`src/rtl/flash_status_engine.sv`:
```
module flash_status_engine #(
  parameter int ADDR_W       = 6,
  parameter int SECT_W       = 2,
  parameter int PROG_CYCLES  = 8,
  parameter int ERASE_CYCLES = 24,
  parameter int TMO_CYCLES   = 32
) (
  input  logic              clk,
  input  logic              rst_n,
  input  logic              cmd_valid,
  input  logic [1:0]        cmd_op,
  input  logic [ADDR_W-1:0] cmd_addr,
  input  logic [7:0]        cmd_data,
  input  logic              rd_en,
  input  logic [ADDR_W-1:0] rd_addr,
  output logic [7:0]        rd_data,
  output logic              busy
);
  localparam int DEPTH   = 1 << ADDR_W;
  localparam int SECT_SH = ADDR_W - SECT_W;
  localparam int OPMAX   = (PROG_CYCLES > ERASE_CYCLES) ? PROG_CYCLES : ERASE_CYCLES;
  localparam int MAXC    = (OPMAX > TMO_CYCLES) ? OPMAX : TMO_CYCLES;
  localparam int CNT_W   = $clog2(MAXC + 1);
  localparam logic [CNT_W-1:0] PROG_LAST  = CNT_W'(PROG_CYCLES - 1);
  localparam logic [CNT_W-1:0] ERASE_LAST = CNT_W'(ERASE_CYCLES - 1);
  localparam logic [CNT_W-1:0] TMO_LAST   = CNT_W'(TMO_CYCLES - 1);
  localparam logic [1:0] OP_CLR = 2'b00, OP_PROG = 2'b01, OP_SECT = 2'b10, OP_ALL = 2'b11;

  typedef enum logic [1:0] {S_IDLE, S_RUN, S_ERR} state_t;

  state_t            state_q;
  logic [1:0]        op_q;
  logic [ADDR_W-1:0] op_addr_q;
  logic [7:0]        op_data_q;
  logic [CNT_W-1:0]  cnt_q;
  logic              tog_q;
  logic [7:0]        mem [DEPTH];

  logic             rd_hit, in_err, accept, clear, illegal, finish, expire;
  logic [CNT_W-1:0] last;
  logic [7:0]       status_byte;

  always_comb begin
    case (op_q)
      OP_PROG: rd_hit = (rd_addr == op_addr_q);
      OP_SECT: rd_hit = (rd_addr[ADDR_W-1 -: SECT_W] == op_addr_q[ADDR_W-1 -: SECT_W]);
      default: rd_hit = 1'b1;
    endcase
  end

  assign in_err      = (state_q == S_ERR);
  assign busy        = (state_q == S_RUN);
  assign accept      = cmd_valid && (state_q == S_IDLE) && (cmd_op != OP_CLR);
  assign clear       = cmd_valid && in_err && (cmd_op == OP_CLR);
  assign illegal     = (cmd_op == OP_PROG) && |(cmd_data & ~mem[cmd_addr]);
  assign last        = (op_q == OP_PROG) ? PROG_LAST : ERASE_LAST;
  assign finish      = busy && (cnt_q == last);
  assign expire      = busy && !finish && (cnt_q == TMO_LAST);
  assign status_byte = {(op_q == OP_PROG) & ~op_data_q[7], tog_q, in_err, 5'b0};

  always_ff @(posedge clk) begin
    if (!rst_n) begin
      state_q   <= S_IDLE;
      op_q      <= OP_CLR;
      op_addr_q <= '0;
      op_data_q <= '0;
      cnt_q     <= '0;
      tog_q     <= 1'b0;
    end else begin
      if (accept) begin
        state_q   <= illegal ? S_ERR : S_RUN;
        op_q      <= cmd_op;
        op_addr_q <= cmd_addr;
        op_data_q <= cmd_data;
        cnt_q     <= '0;
        tog_q     <= 1'b0;
      end else if (busy) begin
        cnt_q <= cnt_q + 1'b1;
        if (rd_en && rd_hit) tog_q <= ~tog_q;
        if (finish) state_q <= S_IDLE;
        else if (expire) state_q <= S_ERR;
      end else if (clear) begin
        state_q <= S_IDLE;
      end
    end
  end

  always_ff @(posedge clk) begin
    if (!rst_n) begin
      for (int i = 0; i < DEPTH; i++) mem[i] <= 8'hFF;
    end else if (finish) begin
      if (op_q == OP_PROG) begin
        mem[op_addr_q] <= mem[op_addr_q] & op_data_q;
      end else begin
        for (int i = 0; i < DEPTH; i++)
          if (op_q == OP_ALL || (i >> SECT_SH) == int'(op_addr_q[ADDR_W-1 -: SECT_W]))
            mem[i] <= 8'hFF;
      end
    end
  end

  always_ff @(posedge clk) begin
    if (!rst_n) rd_data <= 8'h00;
    else if (rd_en) rd_data <= ((state_q != S_IDLE) && rd_hit) ? status_byte : mem[rd_addr];
  end
endmodule

```
`config.mk`:
```
export PLATFORM = sky130hd
export DESIGN_NAME = flash_status_engine
export DESIGN_NICKNAME = d
export VERILOG_FILES = /design/src/rtl/flash_status_engine.sv
export SDC_FILE = /design/constraint.sdc
export NUM_CORES = 1
export LEC_CHECK = 0
export BUFFER_PORTS_ARGS = -buffer_cell sky130_fd_sc_hd__buf_2
export CAP_MARGIN = 20
export CORE_ASPECT_RATIO = 2
export CORE_UTILIZATION = 40
export DETAILED_ROUTE_END_ITERATION = 12
export SYNTH_ARGS = -nofsm -noshare
export SYNTH_HDL_FRONTEND = slang
export SYNTH_SLANG_ARGS = --single-unit
export TNS_END_PERCENT = 50
```
`constraint.sdc`:
```
create_clock -name clk -period 8.1 [get_ports clk]
set_input_delay 1.62 -clock clk [delete_from_list [all_inputs] [get_ports clk]]
set_output_delay 1.62 -clock clk [all_outputs]
set_load 0.01 [all_outputs]
```
==> results of run 1 <==
## synthesized netlist by cell type (all sizes together), types with 4 or more instances
| library cell | count |
|---|---|
| clkbuf | 77 |
| o2111ai | 8 |
| a2111oi | 4 |
| o21ai | 82 |
| mux4 | 465 |
| buf | 122 |
| nor2b | 14 |
| a22oi | 10 |
| edfxtp | 512 |
| inv | 10 |
| a311oi | 4 |
| nand4 | 4 |
| xor2 | 8 |
| mux2i | 29 |
| o21a | 5 |
| nor3 | 4 |
| a221oi | 4 |
| nor4 | 6 |
| a211oi | 5 |
| xnor2 | 5 |
| a21boi | 21 |
| dfxtp | 39 |
| nand3 | 12 |
| nor2 | 86 |
| a21oi | 15 |
| nand2b | 18 |
| nand2 | 590 |
## sequential cells by signal (all words and copies together) (netlist names), named ones only
| register | cells |
|---|---|
| cnt_q | 6 |
| op_addr_q | 6 |
| tog_q | 1 |
| op_q | 2 |
| rd_data | 8 |
| mem | 512 |
| op_data_q | 8 |
| state_q | 2 |
## critical path: cells and delay by family, from the launching register on
| kind | cells | cell delay (ps) |
|---|---|---|
| buffers and inverters | 1 | 730 |
| DFF | 1 | 790 |
| muxes | 3 | 1720 |
| and+or+nand+nor | 2 | 820 |
## kinds of logic after synthesis
logic type	Yosys count
AO/OA/AOI/OAI	180
XOR/XNOR	13
adder cells (fa/ha/maj)	3
buffers and inverters	209
flip-flops	551
multiplexers	496
AND/OR/NAND/NOR	748
## worst paths after layout
path	from	to	depth (start not counted)
worst max-delay path	register	mem[37][1]	6
worst min-delay path	op_data_q[1]	op_data_q[1]	2
worst max register to register	register	mem[37][1]	6
worst min register to register	op_data_q[1]	op_data_q[1]	2
## layer usage
metal | wire, microns | GRT usage [%] | up-vias
met5 | 75 | 0 | -
met1 | 35500 | 30.6 | 11500
met4 | 14400 | 29.3 | 14
met3 | 9470 | 5.24 | 499
li1 | - | - | 8661
met2 | 63100 | 52.3 | 1550
## final cells by class
class | count | area, sq um | area share, %
flip-flops and latches | 551 | 16200 | 46.2
multi-input cells | 1440 | 15100 | 43.2
well taps | 1043 | 1310 | 3.73
clock buffers | 54 | 1240 | 3.56
repair buffers | 115 | 792 | 2.26
clock inverters | 29 | 318 | 0.908
inverters | 10 | 37.5 | 0.107
diodes | 8 | 20.0 | 0.0572
## power groups by stage
stage	Combinational, mW	Clock, mW	Sequential (mW)
finish	0.569	2.45	3.14
global route	0.590	2.52	3.14
CTS	0.559	2.44	3.14
detailed placement	0.558	0	3.21
global placement	0.553	0	3.21
floorplan	0.392	0	3.18
==> metrics.log, run 1 <==
INFO  metric timing.critical_path.slowest_stage_cell = dfxtp_4
INFO  metric post-dp-hpwl = 86.6 mm
INFO  metric power.share.sequential = 51.0%
INFO  metric grt_start_max_net_pins = 65
INFO  metric report.final.setup_viol = 0
INFO  metric synthesis.instances = 2,200
INFO  metric proportion_of_synthesized_area_in_mux_cells = 33.3%
INFO  metric core_area = 80,200 sq um
INFO  metric synth_area_leader_cell = edfxtp_1
INFO  metric final_common_cell = nand2_1
INFO  metric net_count_after_synthesis = 2,229
INFO  metric timing_max_transition_violations_final = 0
INFO  metric max-clock-path-buffers = 3
INFO  metric clkTransAtPathRegs = 70 ps
INFO  metric avgSynthCellArea = 14.7 sq um
INFO  metric grt_pass1_vias = 22,200
INFO  metric worst_pin_slew = 1220 ps
INFO  metric post-cts-setup-buffers = 0
INFO  metric cts_tree = built
INFO  metric hold_class = reg -> reg
INFO  metric internal_power = 4.58 mW
INFO  metric synthDistinctLibCells = 57
INFO  metric report.final.hold_viol_count = 0
INFO  metric clock_root_buffer = clkbuf_16
INFO  metric stdcell_count = 3,250
INFO  metric num_cts_buffers = 49
INFO  metric synthDominantCellAreaShare = 47.5%
INFO  metric track_usage = 30.4%
INFO  metric data_arrival_time_at_the_worst_slack_endpoint = 4960 ps
INFO  metric setup.worst_path.start_class = register
INFO  metric postLayoutCoreUtil = 43.7%
INFO  metric synth_seq_cells = 551
INFO  metric synth-seq-area-share = 49.9%
INFO  metric ys_dominant_reg_cell = edfxtp_1
INFO  metric synth_compound_area_share = 3.54%
INFO  metric timing.hold.ws = 506 ps
INFO  metric io_buf_count = 34
INFO  metric outcome = completed
INFO  metric die_x = 203 microns
INFO  metric synth.area.top_cells = edfxtp_1, mux4_2, nand2_1
INFO  metric synth_top_family_by_area = multiplexers
INFO  metric power.share.switching = 25.7%
INFO  metric area_growth_syn_to_layout = 8.22%
INFO  metric cts-hold-fix-buffers = 0
INFO  metric cellLeakagePower = 7.96 nW
INFO  metric yosysWarnings = 0
INFO  metric max-cap-violations = 0
INFO  metric routed_wirelength = 123 mm
INFO  metric critPathMaxFanout = 64
INFO  metric grt_pass1_wl = 172 mm
INFO  metric fin_worst_skew = 37.0 ps
INFO  metric detail_route.iter0.violations = 3,080
INFO  metric totalPowerFinal = 6.16 mW
INFO  metric most-common-layout-cells = nand2_1, edfxtp_1, mux4_2, nor2_1, buf_4
INFO  metric async_reset_ff_share = 0%
INFO  metric synth_edf_count = 512
INFO  metric drt_first_pass_iters = 7
INFO  metric rows = 147
INFO  metric final_period_util = 57.2%
INFO  metric post_synth_and_or_nand_nor_area_fraction = 9.40%
INFO  metric placed_cells_incl_taps = 3,147
INFO  metric slew_headroom = 18.6%
INFO  metric timing.fmax = 216 MHz
INFO  metric rsz_0062_raised_after_global_routing = false
INFO  metric reg2reg_setup_slack = 3460 ps
INFO  metric crit_top_cell = mux4_2
INFO  metric fp.dieArea = 82,100 sq um
INFO  metric drtAntennaViolNets = 0
INFO  metric routabilityCongestion = 1.00
INFO  metric number_of_sinks_driven_by_the_clock_tree = 551
INFO  metric top_level_pins = 35
INFO  metric layout_fillers = 7,222
INFO  metric switchingPower = 1.58 mW
INFO  metric longest_individual_stage_delay_on_the_worst_path = 790 ps
INFO  metric critical_path.cell_chain = buf_4 > mux4_2 > mux4_2 > mux4_2 > nand2_4 > nand2_1
INFO  metric synth_area = 32,300 sq um
INFO  metric post-route-cell-area = 35,000 sq um
INFO  metric setup.worst_path.class = reg -> reg
INFO  metric antenna_found_initial = 15
INFO  metric setup_tns = 0 ps
INFO  metric synth_xor_xnor_area_share = 0.352%
INFO  metric critical_path_required = 8430 ps
INFO  metric grt-ovfl-total = 0
INFO  metric detailed_place.area = 33,400 sq um
INFO  metric clock_latency = 620 ps
INFO  metric ctsHtreeMaxLevel = 2
INFO  metric fin_nets = 2,196
INFO  metric final_layout_size_suffix_gt1_share = 30.5%
INFO  metric combinational_power_share = 9.2%
INFO  metric power_density = 176 nW/um^2
INFO  metric wire_per_inst = 37.7 microns
INFO  metric vias_per_cell = 6.82
INFO  metric ir_worst_vdd = 0.000146 V
INFO  metric period_needed = 4640 ps
INFO  metric pwr-share-clk = 39.7%
INFO  metric final.setup.worst_slack = 3460 ps
INFO  metric ctsResizeCount = 0
INFO  metric placement.setup.worst_slack = 3100 ps
INFO  metric die_height = 404 microns
INFO  metric via_count = 22,200
INFO  metric start_util = 40.3%
INFO  metric worst_setup_path_end_kind = register
INFO  metric route.detailed.drc = 0
INFO  metric synth_adder_area_share = 0.116%
No activity file was read; power rests on OpenSTA's default activity.
==> run 2, diff against run 1 <==
- clock period: 8.1 -> 4.21 ns (I/O delays scaled with it)
==> run 2 against run 1 <==
- core utilization rose by 1.8 points
- combinational power rose by 120%
- critical path depth rose by 2
- via count rose by 2.3%
- register-to-register slack got worse by 3000 ps
- non-clock buffer count rose by 135
- total power rose by 96%
- sequential power rose by 92%
- clock-buffer cell count rose by 1
==> metrics.log, run 2 (synthesized netlist as in run 1, its figures left out) <==
INFO  metric route.detailed.drc = 0 (unchanged)
INFO  metric most-common-layout-cells = nand2_1, edfxtp_1, mux4_2, buf_4, nor2_1
INFO  metric ir_worst_vdd = 0.000303 V (+110%)
INFO  metric vias_per_cell = 6.70 (-1.8%)
INFO  metric post-dp-hpwl = 93.3 mm (+7.7%)
INFO  metric grt_pass1_vias = 23,300 (+4.7%)
INFO  metric top_register = mem
INFO  metric max_reg_flops = 512 (unchanged)
INFO  metric area_growth_syn_to_layout = 12.7%
INFO  metric setup_tns = 0 ps (unchanged)
INFO  metric io_buf_count = 34 (unchanged)
INFO  metric via_count = 22,700 (+2.3%)
INFO  metric critPathMaxFanout = 23 (-64%)
INFO  metric final.setup.worst_slack = 422 ps (-3040 ps)
INFO  metric totalPowerFinal = 12.1 mW (+96%)
INFO  metric post-cts-setup-buffers = 0 (unchanged)
INFO  metric die_height = 404 microns (unchanged)
INFO  metric clock_latency = 630 ps (about the same)
INFO  metric outcome = completed
INFO  metric crit_top_cell = mux4_2
INFO  metric timing.critical_path.slowest_stage_cell = mux4_2
INFO  metric die_x = 203 microns (unchanged)
INFO  metric clkTransAtPathRegs = 80 ps (about the same)
INFO  metric fp.dieArea = 82,100 sq um (unchanged)
INFO  metric worst_pin_slew = 1040 ps (-181 ps)
INFO  metric hold_class = reg -> reg
INFO  metric critical_path.cell_chain = buf_12 > buf_4 > mux4_2 > mux4_2 > mux4_2 > nand2_4 > buf_4 > nand2_1
INFO  metric period_needed = 3790 ps (-847 ps)
INFO  metric start_util = 40.3% (unchanged)
INFO  metric max-clock-path-buffers = 3 (unchanged)
INFO  metric routabilityCongestion = 1.06 (+5.6%)
INFO  metric placement.setup.worst_slack = 489 ps (-2610 ps)
INFO  metric core_area = 80,200 sq um (unchanged)
INFO  metric top_level_pins = 35 (unchanged)
INFO  metric postLayoutCoreUtil = 45.4% (+1.8 points)
INFO  metric ctsHtreeMaxLevel = 2 (unchanged)
INFO  metric routed_wirelength = 127 mm (+3.8%)
INFO  metric post-route-cell-area = 36,400 sq um (+4.1%)
INFO  metric final_layout_size_suffix_gt1_share = 34.5% (+4.1 points)
INFO  metric track_usage = 31.6% (+1.3 points)
INFO  metric wire_per_inst = 37.6 microns (-0.28%)
INFO  metric setup.worst_path.start_class = register
INFO  metric report.final.setup_viol = 0 (unchanged)
INFO  metric max-cap-violations = 0 (unchanged)
INFO  metric ctsResizeCount = 0 (unchanged)
INFO  metric final_common_cell = nand2_1
INFO  metric timing.fmax = 264 MHz (+22%)
INFO  metric drtAntennaViolNets = 0 (unchanged)
INFO  metric cts-hold-fix-buffers = 0 (unchanged)
INFO  metric rows = 147 (unchanged)
INFO  metric timing.hold.ws = 492 ps (-14.0 ps)
INFO  metric stdcell_count = 3,384 (+4.1%)
INFO  metric clock_root_buffer = clkbuf_16
INFO  metric placed_cells_incl_taps = 3,287 (+4.4%)
INFO  metric longest_individual_stage_delay_on_the_worst_path = 640 ps (-150 ps)
INFO  metric grt_pass1_wl = 178 mm (+3.9%)
INFO  metric antenna_found_initial = 20 (+5)
INFO  metric critical_path_required = 4550 ps (-3880 ps)
INFO  metric cellLeakagePower = 8.80 nW (+11%)
INFO  metric worst_setup_path_end_kind = register
INFO  metric number_of_sinks_driven_by_the_clock_tree = 551 (unchanged)
INFO  metric grt_start_max_net_pins = 53 (-18%)
INFO  metric cts_tree = built
INFO  metric detail_route.iter0.violations = 2,923 (-5.1%)
INFO  metric setup.worst_path.class = reg -> reg
INFO  metric power_density = 332 nW/um^2 (+89%)
INFO  metric drt_first_pass_iters = 5 (-2)
INFO  metric data_arrival_time_at_the_worst_slack_endpoint = 4130 ps (-830 ps)
INFO  metric detailed_place.area = 34,800 sq um (+4.2%)
INFO  metric grt-ovfl-total = 0 (unchanged)
INFO  metric biggestRegsByFlops = mem x512, op_data_q x8, rd_data x8
INFO  metric slew_headroom = 29.9% (+11 points)
INFO  metric fin_nets = 2,331 (+6.1%)
INFO  metric fin_worst_skew = 35.5 ps (-1.53 ps)
INFO  metric final_period_util = 90.0% (+33 points)
INFO  metric rsz_0062_raised_after_global_routing = false
INFO  metric report.final.hold_viol_count = 0 (unchanged)
INFO  metric timing_max_transition_violations_final = 0 (unchanged)
INFO  metric num_cts_buffers = 49 (unchanged)
[run 2: changes by cell type in the layout (fill, tap and decap cells not counted), sizes merged]
cell | previous run | this run
buf | 110 | 248
clkinv | 15 | 17
clkbuf | 59 | 57
diode | 8 | 4
[run 2: per-layer routing]
| metal | routed length, microns | up-vias | part of all wire [%] | track usage (%) |
|---|---|---|---|---|
| li1 | - | 8940 | - | - |
| met1 | 36800 | 11600 | 29 | 31.4 |
| met2 | 65100 | 1549 | 51 | 54.7 |
| met3 | 10200 | 537 | 8.0 | 6.10 |
| met4 | 15000 | 22 | 12 | 30.0 |
| met5 | 147 | - | 0.12 | 0 |
[run 2: path summary, 6_finish.rpt]
| check | cells past startpoint | endpoint | start | slack (ps) |
|---|---|---|---|---|
| worst min-delay path | 2 | rd_data[1] | rd_data[1] | 490 |
| worst max register to register | 8 | mem[17][3] | register | 420 |
| worst min register to register | 2 | rd_data[1] | rd_data[1] | 490 |
| worst max-delay path | 8 | mem[17][3] | register | 420 |
[run 2: area by class of cell]
cell class | count | area, sq um
Clock inverter | 31 | 350
Fill cell | 7130 | 43800
Clock buffer | 55 | 1280
Inverter | 10 | 37.5
Timing Repair Buffer | 250 | 2170
Multi-Input combinational cell | 1440 | 15100
Sequential cell | 551 | 16200
Tap cell | 1043 | 1310
Antenna cell | 4 | 10.0
[run 2: worst max-delay path, delay by kind of cell, from the launching register on]
family                 cells  cell delay [ps]
multiplexers               3             1680
flip-flops                 1              490
buffers and inverters      3              810
AND/OR/NAND/NOR            2              400
[run 2: where the power goes]
group / total (mW) / switching [mW] / internal (mW)
Sequential: 6.03 / 0.0523 / 5.98
Clock: 4.80 / 2.22 / 2.57
Combinational: 1.27 / 0.836 / 0.432
Total: 12.1 / 3.11 / 8.98
